`config.mk`:
```
export PLATFORM = sky130hd
export DESIGN_NAME = scb_addr_gen
export DESIGN_NICKNAME = d
export VERILOG_FILES = /design/src/rtl/scb_pkg.sv /design/src/rtl/scb_start_sel.sv /design/src/rtl/scb_stepper.sv /design/src/rtl/scb_addr_gen.sv
export SDC_FILE = /design/constraint.sdc
export NUM_CORES = 1
export LEC_CHECK = 0
export BUFFER_PORTS_ARGS = -buffer_cell sky130_fd_sc_hd__buf_2
export CAP_MARGIN = 20
export CORE_UTILIZATION = 50
export DETAILED_ROUTE_END_ITERATION = 10
export PLACE_DENSITY = 0.7
export REMOVE_ABC_BUFFERS = 1
export SLEW_MARGIN = 25
export SYNTH_ARGS = -nofsm -noshare
export SYNTH_HDL_FRONTEND = slang
export SYNTH_SLANG_ARGS = --single-unit
```
`constraint.sdc`:
```
create_clock -name clk -period 6.05 [get_ports clk]
set_clock_uncertainty 0.15 [all_clocks]
set_input_delay 0.3025 -clock clk [delete_from_list [all_inputs] [get_ports clk]]
set_output_delay 0.3025 -clock clk [all_outputs]
set_load 0.02 [all_outputs]
```
`src/rtl/scb_pkg.sv`:
```
package scb_pkg;
    typedef enum logic [1:0] {
        ESZ_BYTE  = 2'd0,
        ESZ_HALF  = 2'd1,
        ESZ_WORD  = 2'd2,
        ESZ_WORDX = 2'd3
    } esz_e;

    function automatic logic [2:0] step_bytes(input logic [1:0] code);
        case (code)
            ESZ_BYTE: step_bytes = 3'd1;
            ESZ_HALF: step_bytes = 3'd2;
            default:  step_bytes = 3'd4;
        endcase
    endfunction
endpackage

```
`src/rtl/scb_start_sel.sv`:
```
module scb_start_sel #(
    parameter int ADDR_W = 32
) (
    input  logic              scratch_i,
    input  logic              circ_i,
    input  logic [ADDR_W-1:0] ofs_i,
    input  logic [ADDR_W-1:0] base_i,
    input  logic [ADDR_W-1:0] size_m1_i,
    output logic [ADDR_W-1:0] start_o,
    output logic [ADDR_W:0]   end_o,
    output logic [ADDR_W:0]   span_o,
    output logic              wrap_o
);
    localparam int EW = ADDR_W + 1;

    always_comb begin
        span_o  = {1'b0, size_m1_i} + EW'(1);
        end_o   = {1'b0, base_i} + span_o;
        start_o = '0;
        wrap_o  = 1'b0;
        if (scratch_i) begin
            start_o = ofs_i;
            if (circ_i && ({1'b0, ofs_i} < end_o)) begin
                wrap_o = 1'b1;
                if (ofs_i < base_i) begin
                    start_o = base_i;
                end
            end
        end
    end
endmodule

```
`src/rtl/scb_stepper.sv`:
```
module scb_stepper #(
    parameter int ADDR_W = 32
) (
    input  logic [ADDR_W-1:0] addr_i,
    input  logic [2:0]        step_i,
    input  logic              wrap_i,
    input  logic [ADDR_W:0]   end_i,
    input  logic [ADDR_W:0]   span_i,
    output logic [ADDR_W-1:0] nxt_o
);
    localparam int EW = ADDR_W + 1;
    logic [ADDR_W:0] sum;

    always_comb begin
        sum = {1'b0, addr_i} + EW'(step_i);
        if (wrap_i && (sum >= end_i)) begin
            sum = sum - span_i;
        end
        nxt_o = sum[ADDR_W-1:0];
    end
endmodule

```
`src/rtl/scb_addr_gen.sv`:
```
module scb_addr_gen
    import scb_pkg::*;
#(
    parameter int ADDR_W = 32
) (
    input  logic              clk,
    input  logic              rst_n,
    input  logic              ld_i,
    input  logic              scratch_i,
    input  logic              circ_i,
    input  logic              wb_i,
    input  logic [ADDR_W-1:0] ofs_i,
    input  logic [ADDR_W-1:0] base_i,
    input  logic [ADDR_W-1:0] size_m1_i,
    input  logic [1:0]        esz_i,
    input  logic              adv_i,
    input  logic              last_i,
    output logic [ADDR_W-1:0] addr_o,
    output logic [ADDR_W-1:0] fin_ofs_o,
    output logic              fin_vld_o
);
    typedef struct packed {
        logic [ADDR_W-1:0] addr;
        logic [ADDR_W-1:0] base;
        logic [ADDR_W:0]   end_a;
        logic [ADDR_W:0]   span;
        logic              wrap;
        logic              wb;
        logic [ADDR_W-1:0] fin_ofs;
        logic              fin_vld;
    } st_t;

    st_t st_d, st_q;

    logic [ADDR_W-1:0] start_w;
    logic [ADDR_W:0]   end_w;
    logic [ADDR_W:0]   span_w;
    logic              wrap_w;
    logic [ADDR_W-1:0] nxt_w;
    logic [2:0]        step_w;

    assign step_w = step_bytes(esz_i);

    scb_start_sel #(.ADDR_W(ADDR_W)) u_start (
        .scratch_i (scratch_i),
        .circ_i    (circ_i),
        .ofs_i     (ofs_i),
        .base_i    (base_i),
        .size_m1_i (size_m1_i),
        .start_o   (start_w),
        .end_o     (end_w),
        .span_o    (span_w),
        .wrap_o    (wrap_w)
    );

    scb_stepper #(.ADDR_W(ADDR_W)) u_step (
        .addr_i (st_q.addr),
        .step_i (step_w),
        .wrap_i (st_q.wrap),
        .end_i  (st_q.end_a),
        .span_i (st_q.span),
        .nxt_o  (nxt_w)
    );

    always_comb begin
        st_d         = st_q;
        st_d.fin_vld = 1'b0;
        if (ld_i) begin
            st_d.addr  = start_w;
            st_d.base  = base_i;
            st_d.end_a = end_w;
            st_d.span  = span_w;
            st_d.wrap  = wrap_w;
            st_d.wb    = wb_i & scratch_i;
        end else if (adv_i) begin
            st_d.addr = nxt_w;
            if (last_i && st_q.wb) begin
                st_d.fin_vld = 1'b1;
                st_d.fin_ofs = nxt_w;
            end
        end
    end

    always_ff @(posedge clk or negedge rst_n) begin
        if (!rst_n) begin
            st_q <= '0;
        end else begin
            st_q <= st_d;
        end
    end

    assign addr_o    = st_q.addr;
    assign fin_ofs_o = st_q.fin_ofs;
    assign fin_vld_o = st_q.fin_vld;

    // Linear advance moves by exactly one element.
    assert_linear_step_R5: assert property (@(posedge clk) disable iff (!rst_n)
        (adv_i && !ld_i && !st_q.wrap) |=>
            addr_o == ADDR_W'($past(addr_o) + ADDR_W'($past(step_w))));

    // Idle cycles keep the address.
    assert_hold_R5: assert property (@(posedge clk) disable iff (!rst_n)
        (!adv_i && !ld_i) |=> $stable(addr_o));

    // A wrapping transfer stays inside its buffer.
    assert_in_buffer_R6: assert property (@(posedge clk) disable iff (!rst_n)
        st_q.wrap |-> (addr_o >= st_q.base) && ({1'b0, addr_o} < st_q.end_a));

    // Offset below base is raised to base.
    assert_clamp_R3: assert property (@(posedge clk) disable iff (!rst_n)
        (ld_i && scratch_i && circ_i && (ofs_i < base_i)) |=> addr_o == $past(base_i));

    // Final offset only follows a flagged last advance, and lasts one cycle.
    assert_fin_cause_R9: assert property (@(posedge clk) disable iff (!rst_n)
        fin_vld_o |-> $past(adv_i && last_i && !ld_i));
    assert_fin_pulse_R9: assert property (@(posedge clk) disable iff (!rst_n)
        (fin_vld_o && !adv_i) |=> !fin_vld_o);

    // A load suppresses a simultaneous advance.
    assert_load_wins_R10: assert property (@(posedge clk) disable iff (!rst_n)
        (ld_i && adv_i) |=> !fin_vld_o);
endmodule

```
==> impl_metrics.toml <==
[critical_path]
cp.arrival_ns = 5.79
critPathMaxFanout = 8
start_kind = "input pin"
required_ns = 6.19
critPathKind = "in2reg"
cp-end-kind = "register"
crit_top_cell = "buf_4"
slowest_stage = "or3_4"
critical-path-max-stage-delay_ns = 0.39

[final_layout]
area_growth_pct = 18.5
drive_gt1_share_pct = 21.0
layout.nets = 2039
final_cells = 2110

[power_and_ir_drop]
clkPwrFrac_pct = 25.2
power.total_mw = 4.10
seq_power_share_pct = 28.2
p_int_mw = 2.44
vdd_drop_max_uv = 227
leakage_nw = 7.81
powerDensity_nw_per_um2 = 270
switchingPower_mw = 1.66
swShare_pct = 40.6
comb_power_share_pct = 46.6

[job]
drv_cap = 0

[floorplanning]
die_w_microns = 162
fp.dieH_microns = 162
ios = 171
core_sq_um = 25200
num_rows = 58
dieArea_sq_um = 26300
start_util_pct = 50.9

[synthesis]
synth-xor-area-share_pct = 7.92
synth_edf_count = 0
synth_top_area_cell = "dfrtp_1"
synth-main-ff-cell = "dfrtp_1"
synthDistinctLibCells = 62
synth-seq-cells = 132
ys_top_cells_by_area = "dfrtp_1 26%, ha_1 16%, o21ai_0 5.0%, mux2i_1 4.9%, xnor2_1 4.6%"
synth_fa_ha_area_share_pct = 16.5
yosysWarnings = 0
synth.cell_area_sq_um = 12800
syn_area_per_cell_sq_um = 8.27
ys_seq_area_share_pct = 25.7
synth_top_area_share_pct = 25.7
async_flop_share_pct = 100
synth_compound_area_share_pct = 20.4
synth_top_family_by_area = "compound AO/OA/AOI/OAI gates"
syn_inst = 1551
synthSimpleGateAreaFrac_pct = 14.8
synthMuxAreaShare_pct = 5.27

[global_routing]
grt_max_degree = 93
grt_pass1_wl_microns = 62600
gr-total-overflow = 0
antenna_found_initial = 0
first_global_vias = 11512
grt_usage_pct = 31.0

[clocking]
clockBufferDepth = 2
cts_tree = "done"
cts.sinks = 132
cts-buffers-inserted = 17
htreeDepth = 4
clk_pin_slew_ns = 0.06
clk_latency_ns = 0.44
cts-root-buf = "clkbuf_16"

[sta]
setup_viol = 0
hold_viol_final = 0
final_max_slew_viol_count = 0
relSlewSlack_pct = 44.9
fmax_mhz = 177
grt_setup_unrepaired = "false"
worst_slew_pin_slew_ns = 0.818
whs_ns = 0.00814
fin_crit_sh_pct = 93.3
layout_min_cycle_time_ns = 5.64
tns_ns = 0

[routing]
detail_route.wl_per_cell_microns = 19.0
ant_nets = 0
drc_errors = 0
vias_per_cell = 5.75
drtIter0Drc = 1158
routed_wl_microns = 40000
vias = 12122
drt_pass1_iterations = 7

[min_path]
hold_path.class = "in2reg"

[status]
outcome = "complete, no violations"

[placement]
dp_hpwl_microns = 31800
io_buffers = 170
gp_congestion = 0.941
dp_cells = 2067
[sequential cells by signal, summed over array words and instances, names as in the netlist]
signal	flops
st_q	67
addr_o	32
fin_ofs_o	32
fin_vld_o	1
[metal layers]
layer | wire length [microns] | global-route usage (%) | up-vias
met3 | 3530 | 5.92 | 47
met4 | 722 | 8.58 | 0
met1 | 18900 | 45.9 | 5695
met5 | 0 | 0 | -
met2 | 16900 | 45.7 | 491
li1 | - | - | 5889
[power groups by stage]
stage	registers, mW	logic [mW]	clock network (mW)
CTS	1.16	1.86	1.04
detailed placement	1.17	1.84	0
global placement	1.16	1.80	0
finish	1.16	1.91	1.03
floorplan	1.26	1.07	0
global route	1.18	2.10	1.08
[per-stage QoR]
step	util, %	instance area [sq um]	setup WS [ns]
floorplan	-	12100	-3.33
global route	60.4	15200	0.0476
global placement	57.3	14400	-0.604
finish	60.4	15200	0.405
detailed placement	57.3	14400	-0.624
CTS	60.0	15100	0.00796
[final cells by class]
cell class	count	area, sq um
multi-input cells	1165	8390
clock buffers	20	467
inverters	134	503
fillers	2266	9980
well taps	330	413
diodes	1	2.50
repair buffers	316	2000
flip-flops and latches	132	3300
clock inverters	12	119
[logic make-up after synthesis]
family,count (synthesis)
AND/OR/NAND/NOR,405
XOR/XNOR,116
buffers and inverters,254
flip-flops,132
adder cells (fa/ha/maj),167
AO/OA/AOI/OAI,410
multiplexers,67
[worst paths after layout]
path                               start             to  slack, ns  depth (start not counted)
max                         size_m1_i[4]      addr_o[5]       0.41                         29
min                            base_i[3]      addr_o[3]      0.008                          2
max reg2reg                    addr_o[0]     addr_o[21]       0.48                         19
min reg2reg                fin_ofs_o[25]  fin_ofs_o[25]       0.32                          2
max in group asynchronous          rst_n   fin_ofs_o[8]       4.39                          3
min in group asynchronous          rst_n  fin_ofs_o[28]       0.22                          2
[worst max-delay path, delay by kind of cell]
kind	cells	cell delay [ns]
compound gates	14	2.63
xor+xnor	2	0.25
fa+ha+maj	2	0.55
buf+inv	5	0.76
mux	1	0.20
simple gates	5	1.10
[cell usage in the layout (no fill, tap or decap), types with 23 or more instances in the layout]
cell type and n:
a211oi_1 29, a21o_1 36, a21oi_1 93, and3_1 23
buf_2 168, buf_4 134, dfrtp_1 132, ha_1 164
inv_1 133, mux2i_1 63, nand2_1 143, nand3_1 36
nand4_1 31, nor2_1 100, o21ai_0 126, xnor2_1 68
xor2_1 48
[Yosys cell counts (7+ instances only)]
master and number:
xnor2_1 68, a211oi_1 29, nand3_1 39, a21o_1 36, a31oi_1 9, nor2b_1 14
a21oi_1 95, o211ai_1 7, ha_1 164, buf_4 65, a211o_1 12, o21ai_0 128
mux2i_1 63, nand4_1 31, dfrtp_1 132, a221o_1 14, nand2b_1 9, o21bai_1 10
xor2_1 48, clkbuf_1 45, o21a_1 13, nand2_1 143, nor2_1 102, o22ai_1 8
and3_1 23, nor3_1 18, inv_1 133
[what timing repair did]
action | in CTS | in global routing
buffers inserted | 1 | 1
setup endpoints to repair | 28 | 32
hold buffers | 8 | 0
hold endpoints to repair | 58 | 0
pin swaps | 1 | 4
gates resized for setup | 3 | 15
(Power assumes the default switching activity.)
